[config.mk]
export PLATFORM = sky130hd
export DESIGN_NAME = stage_regbank
export DESIGN_NICKNAME = d
export VERILOG_FILES = /design/src/rtl/stage_regbank_pkg.sv /design/src/rtl/stage_field.sv /design/src/rtl/stage_commit_ctl.sv /design/src/rtl/stage_rd_mux.sv /design/src/rtl/stage_regbank.sv
export SDC_FILE = /design/constraint.sdc
export NUM_CORES = 1
export LEC_CHECK = 0
export BUFFER_PORTS_ARGS = -buffer_cell sky130_fd_sc_hd__buf_2
export CORE_ASPECT_RATIO = 0.6
export CORE_MARGIN = 3
export CORE_UTILIZATION = 25
export CTS_CLUSTER_SIZE = 20
export DETAILED_ROUTE_END_ITERATION = 8
export GPL_ROUTABILITY_DRIVEN = 0
export PLACE_DENSITY = 0.5
export SKIP_CTS_REPAIR_TIMING = 1
export SLEW_MARGIN = 20
export SYNTH_ARGS = -nofsm -noshare
export SYNTH_HDL_FRONTEND = slang
export SYNTH_HIERARCHICAL = 1
export SYNTH_SLANG_ARGS = --single-unit
[constraint.sdc]
create_clock -name clk_i -period 1.4 [get_ports clk_i]
set_clock_uncertainty 0.05 [all_clocks]
set_input_delay 0.14 -clock clk_i [delete_from_list [all_inputs] [get_ports clk_i]]
set_output_delay 0.14 -clock clk_i [all_outputs]
set_load 0.005 [all_outputs]
[src/rtl/stage_regbank_pkg.sv]
package stage_regbank_pkg;
  localparam int unsigned NUM_RW      = 7;
  localparam int unsigned RW_BASE     = 18;   // word index of first control word (0x48)
  localparam int unsigned STATUS_WORD = 16;
  localparam int unsigned COMMIT_WORD = 17;
  localparam int unsigned CFG_ID      = 0;
  localparam int unsigned CFG_LITE    = 1;
  localparam int unsigned CFG_DBG     = 2;
  localparam int unsigned CFG_BPS     = 3;
  localparam int unsigned CFG_MAXW    = 4;
  localparam int unsigned CFG_MAXH    = 5;

  typedef enum int unsigned {
    FLD_CTRL = 0, FLD_ZONE_W, FLD_ZONE_H, FLD_ZONE_COLS, FLD_ZONE_ROWS, FLD_RAMP_H, FLD_RAMP_V
  } fld_e;

  function automatic int unsigned fld_w(input int unsigned idx);
    case (idx)
      FLD_CTRL:                                          return 3;
      FLD_ZONE_W, FLD_ZONE_H, FLD_ZONE_COLS, FLD_ZONE_ROWS: return 16;
      default:                                           return 22;
    endcase
  endfunction

  function automatic int unsigned fld_off(input int unsigned idx);
    int unsigned acc;
    acc = 0;
    for (int unsigned k = 0; k < idx; k++) acc += fld_w(k);
    return acc;
  endfunction

  localparam int unsigned FLAT_W = fld_off(NUM_RW);
endpackage

[src/rtl/stage_field.sv]
module stage_field #(
  parameter int unsigned W = 8
) (
  input  logic         clk_i,
  input  logic         rst_ni,
  input  logic         wr_i,
  input  logic         copy_i,
  input  logic [W-1:0] wdata_i,
  output logic [W-1:0] shadow_o,
  output logic [W-1:0] active_o
);
  always_ff @(posedge clk_i or negedge rst_ni) begin
    if (!rst_ni)   shadow_o <= '0;
    else if (wr_i) shadow_o <= wdata_i;
  end

  // copy sees pre-edge shadow: a same-cycle write waits for the next commit
  always_ff @(posedge clk_i or negedge rst_ni) begin
    if (!rst_ni)     active_o <= '0;
    else if (copy_i) active_o <= shadow_o;
  end
endmodule

[src/rtl/stage_commit_ctl.sv]
module stage_commit_ctl (
  input  logic clk_i,
  input  logic rst_ni,
  input  logic commit_req_i,
  input  logic frame_start_i,
  output logic pending_o,
  output logic copy_o
);
  logic pend_q;

  assign copy_o    = pend_q & frame_start_i;
  assign pending_o = pend_q;

  always_ff @(posedge clk_i or negedge rst_ni) begin
    if (!rst_ni) pend_q <= 1'b0;
    else         pend_q <= commit_req_i | (pend_q & ~frame_start_i);
  end
endmodule

[src/rtl/stage_rd_mux.sv]
module stage_rd_mux
  import stage_regbank_pkg::*;
#(
  parameter int unsigned WORD_W   = 6,
  parameter bit          DEBUG_EN = 1'b1,
  parameter logic [31:0] CORE_ID  = 32'h5A17_0C03,
  parameter int unsigned PIX_BITS = 12,
  parameter int unsigned MAX_W    = 1920,
  parameter int unsigned MAX_H    = 1080
) (
  input  logic              clk_i,
  input  logic              rst_ni,
  input  logic              re_i,
  input  logic              aligned_i,
  input  logic [WORD_W-1:0] word_i,
  input  logic              running_i,
  input  logic              pending_i,
  input  logic [FLAT_W-1:0] shadow_flat_i,
  output logic [31:0]       rdata_o
);
  logic [31:0] rw_val [NUM_RW];
  logic [31:0] rd_val;

  for (genvar g = 0; g < NUM_RW; g++) begin : g_rw
    localparam int unsigned W   = fld_w(g);
    localparam int unsigned OFF = fld_off(g);
    assign rw_val[g] = DEBUG_EN ? {{(32-W){1'b0}}, shadow_flat_i[OFF +: W]} : '0;
  end

  always_comb begin
    rd_val = '0;
    if (aligned_i) begin
      case (word_i)
        WORD_W'(CFG_ID):      rd_val = CORE_ID;
        WORD_W'(CFG_LITE):    rd_val = 32'd1;
        WORD_W'(CFG_DBG):     rd_val = {31'd0, DEBUG_EN};
        WORD_W'(CFG_BPS):     rd_val = 32'(PIX_BITS);
        WORD_W'(CFG_MAXW):    rd_val = 32'(MAX_W);
        WORD_W'(CFG_MAXH):    rd_val = 32'(MAX_H);
        WORD_W'(STATUS_WORD): rd_val = {30'd0, pending_i, running_i};
        default:              rd_val = '0;
      endcase
      for (int k = 0; k < NUM_RW; k++)
        if (word_i == WORD_W'(RW_BASE + k)) rd_val = rw_val[k];
    end
  end

  always_ff @(posedge clk_i or negedge rst_ni) begin
    if (!rst_ni)   rdata_o <= '0;
    else if (re_i) rdata_o <= rd_val;
  end
endmodule

[src/rtl/stage_regbank.sv]
module stage_regbank
  import stage_regbank_pkg::*;
#(
  parameter int unsigned ADDR_W   = 8,
  parameter bit          DEBUG_EN = 1'b1,
  parameter logic [31:0] CORE_ID  = 32'h5A17_0C03,
  parameter int unsigned PIX_BITS = 12,
  parameter int unsigned MAX_W    = 1920,
  parameter int unsigned MAX_H    = 1080
) (
  input  logic              clk_i,
  input  logic              rst_ni,
  input  logic [ADDR_W-1:0] addr_i,
  input  logic              we_i,
  input  logic              re_i,
  input  logic [31:0]       wdata_i,
  output logic [31:0]       rdata_o,
  input  logic              frame_start_i,
  input  logic              running_i,
  output logic              bypass_o,
  output logic [1:0]        mosaic_phase_o,
  output logic [15:0]       zone_w_o,
  output logic [15:0]       zone_h_o,
  output logic [15:0]       zone_cols_o,
  output logic [15:0]       zone_rows_o,
  output logic [21:0]       ramp_h_o,
  output logic [21:0]       ramp_v_o
);
  localparam int unsigned WORD_W = ADDR_W - 2;

  logic [WORD_W-1:0] word;
  logic              aligned;
  logic              commit_req;
  logic              pend_w;
  logic              copy_w;
  logic [NUM_RW-1:0] wr_rw;
  logic [FLAT_W-1:0] sh_flat;
  logic [FLAT_W-1:0] act_flat;

  assign word       = addr_i[ADDR_W-1:2];
  assign aligned    = (addr_i[1:0] == 2'b00);
  assign commit_req = we_i & aligned & (word == WORD_W'(COMMIT_WORD)) & (|wdata_i);

  for (genvar g = 0; g < NUM_RW; g++) begin : g_fld
    localparam int unsigned W   = fld_w(g);
    localparam int unsigned OFF = fld_off(g);
    assign wr_rw[g] = we_i & aligned & (word == WORD_W'(RW_BASE + g));
    stage_field #(.W(W)) u_fld (
      .clk_i    (clk_i),
      .rst_ni   (rst_ni),
      .wr_i     (wr_rw[g]),
      .copy_i   (copy_w),
      .wdata_i  (wdata_i[W-1:0]),
      .shadow_o (sh_flat[OFF +: W]),
      .active_o (act_flat[OFF +: W])
    );
  end

  stage_commit_ctl u_commit (
    .clk_i         (clk_i),
    .rst_ni        (rst_ni),
    .commit_req_i  (commit_req),
    .frame_start_i (frame_start_i),
    .pending_o     (pend_w),
    .copy_o        (copy_w)
  );

  stage_rd_mux #(
    .WORD_W   (WORD_W),
    .DEBUG_EN (DEBUG_EN),
    .CORE_ID  (CORE_ID),
    .PIX_BITS (PIX_BITS),
    .MAX_W    (MAX_W),
    .MAX_H    (MAX_H)
  ) u_rd (
    .clk_i         (clk_i),
    .rst_ni        (rst_ni),
    .re_i          (re_i),
    .aligned_i     (aligned),
    .word_i        (word),
    .running_i     (running_i),
    .pending_i     (pend_w),
    .shadow_flat_i (sh_flat),
    .rdata_o       (rdata_o)
  );

  localparam int unsigned O_CTRL = fld_off(FLD_CTRL);
  assign bypass_o       = act_flat[O_CTRL];
  assign mosaic_phase_o = act_flat[O_CTRL+1 +: 2];
  assign zone_w_o       = act_flat[fld_off(FLD_ZONE_W)    +: 16];
  assign zone_h_o       = act_flat[fld_off(FLD_ZONE_H)    +: 16];
  assign zone_cols_o    = act_flat[fld_off(FLD_ZONE_COLS) +: 16];
  assign zone_rows_o    = act_flat[fld_off(FLD_ZONE_ROWS) +: 16];
  assign ramp_h_o       = act_flat[fld_off(FLD_RAMP_H)    +: 22];
  assign ramp_v_o       = act_flat[fld_off(FLD_RAMP_V)    +: 22];
endmodule

==> results of run 1 <==
## per-stage QoR
stage	power [uW]	setup TNS, ns
2_1_floorplan	7930	-2.29
3_5_place_dp	8700	-50.94
6_report	15500	-4.79
4_1_cts	15600	-4.73
5_1_grt	16100	-9.65
3_3_place_gp	8680	-45.26
## flip-flops by register name (all words and copies together), names as in the netlist
| register | cells |
|---|---|
| u_commit/pending_o | 1 |
| g_fld.u_fld/active_o | 111 |
| u_rd/rdata_o | 23 |
| g_fld.u_fld/shadow_o | 111 |
## synth_stat cells (all sizes together), types with 6 or more instances
master	n	share of area
inv	8	0.0027
nor4	9	0.0051
a21oi	12	0.0057
and3	7	0.0039
o211ai	8	0.0054
nand3b	6	0.0040
nand2	12	0.0040
o2bb2ai	6	0.0047
nand3	18	0.0081
dfrtp	246	0.55
buf	48	0.044
nor3	19	0.0090
a221oi	19	0.015
clkbuf	15	0.0051
mux2	222	0.25
a221o	7	0.0063
nor2	14	0.0049
## worst max-delay path, delay by kind of cell (launching register included)
family	cells	cell delay, ns
buf+inv	3	0.44
simple gates	1	0.20
mux	1	0.29
flops	1	0.39
## how the worst min path moves through the flow
stage,endpoint,slack (ns),cells after the start
final,u_rd/rdata_o[1],-0.004,3
after global routing,u_rd/rdata_o[1],-0.002,3
after CTS,g_fld[3].u_fld/active_o[7],-0.55,1
after detailed placement,g_fld[2].u_fld/active_o[12],0.02,1
after global placement,g_fld[2].u_fld/active_o[7],0.03,1
after floorplan,g_fld[0].u_fld/active_o[0],-0.21,0
## final cells by class
class                   count  area, sq um  share of cell area
repair buffers            354         2730               0.181
clock inverters            10         96.3             0.00640
clock buffers              37          732              0.0486
flip-flops and latches    246         6160               0.409
multi-input cells         451         4570               0.304
inverters                   9         33.8             0.00225
well taps                 579          724              0.0481
## power by group
group | internal [uW] | switching, uW | leakage [uW]
logic | 533 | 608 | 0.00361
registers | 7280 | 203 | 0.00341
clock network | 3850 | 2990 | 0.000407
## metal layers
layer / GRT usage / wire [um] / vias up
met2: 0.220 / 16100 / 266
met3: 0.0511 / 3460 / 40
met4: 0.0182 / 413 / 6
li1: - / - / 3502
met1: 0.232 / 18900 / 4147
met5: 0 / 36 / -
## cells by family (layout without fill, tap and decap cells)
family,count (synthesis),count (layout),share of synthesized area
XOR/XNOR,1,1,0.000786
AO/OA/AOI/OAI,104,104,0.0760
multiplexers,224,224,0.253
other,1,6,0.000337
flip-flops,246,246,0.552
buffers and inverters,72,410,0.0525
AND/OR/NAND/NOR,116,116,0.0648
==> results_dict.tcl, run 1 <==
set metrics [dict create \
    cts_tree "done" \
    io-pin-count 189 \
    crit_path_end "g_fld[2].u_fld/active_o[7]" \
    fin_util 0.344 \
    drtAntennaViolNets 0 \
    cp.arrival_ns 1.87 \
    ys_seq_elements 246 \
    ys_types 70 \
    dieArea_sq_um 47200 \
    violations "negative hold slack, negative setup slack" \
    numCtsBuffers 26 \
    min_path_type "primary input to register" \
    min_from "re_i" \
    synthArstFlopShare 1.00 \
    cts.sinks 246 \
    worst-path-max-fanout 5 \
    die_x_um 279 \
    max_cap_violations 0 \
    grt_start_max_net_pins 45 \
    diodes 0 \
    crit_chain "and2_4 > buf_6 > clkbuf_16 > buf_4 > mux2_4" \
    clk_pin_slew_ns 0.06 \
    drt_wl_total_um 38800 \
    cts.htree.levels 1 \
    grtUsageTotal 0.154 \
    placedInstanceArea_sq_um 13600 \
    worstSkewPairLatency_ns 0.55 \
    worstSetupStartpointType "register" \
    outcome "finished, violations left" \
    fill_cells 4341 \
    synth_ff_type "dfrtp_1" \
    worstMarginPinSlew_ns 0.706 \
    cts-root-buf "clkbuf_16" \
    seq_area_frac_synth 0.552 \
    via_per_inst 4.72 \
    min_period_ns 1.50 \
    r2r_end "g_fld[2].u_fld/active_o[7]" \
    drv_slew 0 \
    max_slew_margin 0.525 \
    grt_pass1_vias 7928 \
    rrSetupSlack_ns -0.1 \
    yosys_warnings 6 \
    firstDrtPassIters 5 \
    setup_viol 90 \
    cts_buffer_depth 3 \
    grt_pass1_wl_um 54600 \
    pre_cts_slack_ns -0.491 \
    vias 7961 \
    crit_path_max_incr_delay_ns 0.39 \
    r2r-start "u_commit/pending_o" \
    syn_area_per_cell_sq_um 14.6 \
    final_cell_mix "dfrtp_1 (244), buf_2 (181), mux2_2 (128)" \
    final_cell_area_sq_um 15000 \
    rows 59 \
    start_util 0.255 \
    startpoint "u_commit/pending_o" \
    end_kind "register" \
    holdWs_ns -0.00410 \
    netlist_area_sq_um 11100 \
    timing.final.ws_setup_ns -0.0950 \
    hold_violations 1 \
    grt_setup_unrepaired "true" \
    worstPathRequired_ns 1.78 \
    synth_edf_count 0 \
    power.static_leakage_uw 0.00743 \
    area_growth_pct 35.0 \
    grt-ovfl-total 0 \
    stdcell_count 1686 \
    grt_antenna_before_repair 3 \
    drc_errors 0 \
    fmax_mhz 669 \
    io_buffers 182 \
    drt-initial-drc-count 642 \
    syn_inst 764 \
    r2r_cells 5 \
    nNetsFinal 1134 \
    irDropWorstVdd_uv 724 \
    core_sq_um 43700 \
    criticalPathCategory "register to register" \
    power_density_nw_per_um2 1030 \
    mostFrequentLayoutCell "dfrtp_1" \
    wl_per_cell_um 23.0 \
    hpwlAfterDp_um 28900 \
    cp_slowest_cell "dfrtp_1" \
    drive_above_1_share 0.573 \
    dp_cells 1607 \
    die_h_um 170 \
    period_share 1.07 \
]
Note: power is estimated with default switching activity, not from simulation.
==> run 2, diff against run 1 <==
Settings changed: BUFFER_PORTS_ARGS -buffer_cell sky130_fd_sc_hd__buf_2 to -buffer_cell sky130_fd_sc_hd__buf_4, CORE_MARGIN 3 to 10.
==> results_dict.tcl, run 2 (synthesis gave the netlist of run 1 again) <==
set metrics [dict create \
    outcome "finished, violations left" \
    violations "negative hold slack, negative setup slack" \
    cts-root-buf "clkbuf_16" \
    grt_start_max_net_pins 48 \
    max_slew_margin 0.576 \
    final_cell_mix "buf_4 (303), dfrtp_1 (245), mux2_2 (140)" \
    grt_pass1_wl_um 56800 \
    die_x_um 293 \
    worstMarginPinSlew_ns 0.631 \
    grt_antenna_before_repair 1 \
    fill_cells 4315 \
    cts_buffer_depth 3 \
    mostFrequentLayoutCell "buf_4" \
    crit_chain "nor2b_4 > or4_4 > o31a_1" \
    drt_wl_total_um 38800 \
    grt_pass1_vias 8101 \
    clk_pin_slew_ns 0.07 \
    drc_errors 0 \
    r2r-start "u_rd/rdata_o[11]" \
    power.static_leakage_uw 0.00740 \
    power_uw 15700 \
    start_util 0.255 \
    worstSkewPairLatency_ns 0.54 \
    hold_violations 2 \
    max_cap_violations 0 \
    top_regs "g_fld.u_fld/active_o: 111 flops, g_fld.u_fld/shadow_o: 111 flops, u_rd/rdata_o: 23 flops" \
    hpwlAfterDp_um 30200 \
    crit_path_max_incr_delay_ns 0.50 \
    end_kind "register" \
    timing.final.ws_setup_ns -0.0507 \
    grt-ovfl-total 0 \
    drt-initial-drc-count 580 \
    area_growth_pct 37.5 \
    numCtsBuffers 25 \
    power_density_nw_per_um2 1030 \
    cp_top_family "simple AND/OR/NAND/NOR gates" \
    rrSetupSlack_ns -0.05 \
    worstPathRequired_ns 1.77 \
    hold_depth 3 \
    drive_above_1_share 0.573 \
    drtAntennaViolNets 0 \
    irDropWorstVdd_uv 660 \
    critical_path_depth 3 \
    criticalPathCategory "register to register" \
    top_usage_layer "met2" \
    worst-path-max-fanout 2 \
    cp.arrival_ns 1.82 \
    firstDrtPassIters 5 \
    dieArea_sq_um 53700 \
    core_sq_um 43700 \
    via_per_inst 4.68 \
    min_path_type "primary input to register" \
    pre_cts_slack_ns -0.630 \
    grtUsageTotal 0.140 \
    setup_viol 62 \
    use_met2 0.208 \
    nNetsFinal 1132 \
    cts.sinks 246 \
    r2r_cells 3 \
    fmax_mhz 689 \
    holdWs_ns -0.00978 \
    cp_slowest_cell "or4_4" \
    path_buf_inv 0 \
    grtUsageMet1 0.197 \
    io_buffers 182 \
    drv_slew 0 \
    wl_per_cell_um 23.1 \
    r2r_end "u_rd/rdata_o[11]" \
    rows 59 \
    min_period_ns 1.45 \
    grtUsageMet3 0.0479 \
    diodes 0 \
    cts_tree "done" \
    worstSetupStartpointType "register" \
    crit_path_end "u_rd/rdata_o[11]" \
    vias 7876 \
    cts.htree.levels 1 \
    startpoint "u_rd/rdata_o[11]" \
    grt_setup_unrepaired "true" \
    die_h_um 184 \
    stdcell_count 1683 \
    period_share 1.04 \
    dp_cells 1611 \
    io-pin-count 189 \
]
## run 2: metal layers
layer | routed length, um | vias up
li1 | - | 3511
met1 | 18400 | 4076
met2 | 16800 | 251
met3 | 3170 | 36
met4 | 483 | 2
met5 | 9 | -
## run 2: worst reg2reg max path, stage by stage, from the launching register on
cell	delay, ns
dfrtp_1	0.40
nor2b_4	0.14
or4_4	0.50
o31a_1	0.25
## run 2: through the flow
stage / utilization / TNS (ns) / instance area, sq um / hold slack [ns]
2_1_floorplan: - / -2.29 / 11200 / -0.206
3_3_place_gp: 0.322 / -42.52 / 14100 / 0.0419
3_5_place_dp: 0.322 / -45.67 / 14100 / 0.0461
4_1_cts: 0.341 / -2.49 / 14900 / -0.530
5_1_grt: 0.351 / -4.05 / 15300 / -0.0000167
6_report: 0.351 / -1.03 / 15300 / -0.00978
## run 2: how the worst min path moves through the flow
stage	from	to
final	re_i	u_rd/rdata_o[0]
after global routing	re_i	u_rd/rdata_o[0]
after CTS	rst_ni	g_fld[3].u_fld/active_o[7]
after detailed placement	rst_ni	g_fld[3].u_fld/active_o[7]
after global placement	rst_ni	g_fld[3].u_fld/active_o[7]
after floorplan	rst_ni	g_fld[0].u_fld/active_o[0]
## run 2: final cells by class
type / count / area, sq um / share of cell area
sequential: 246 / 6160 / 0.402
timing repair buffer: 353 / 3010 / 0.197
inverter: 9 / 33.8 / 0.00220
clock inverter: 15 / 165 / 0.0108
multi-input combinational: 451 / 4530 / 0.296
tap: 579 / 724 / 0.0473
clock buffer: 30 / 694 / 0.0453
## run 2: power breakdown
| part | switching, uW | total (uW) | internal [uW] |
|---|---|---|---|
| clock network | 2960 | 7060 | 4100 |
| registers | 193 | 7470 | 7280 |
| logic | 606 | 1180 | 575 |
| total | 3760 | 15700 | 12000 |
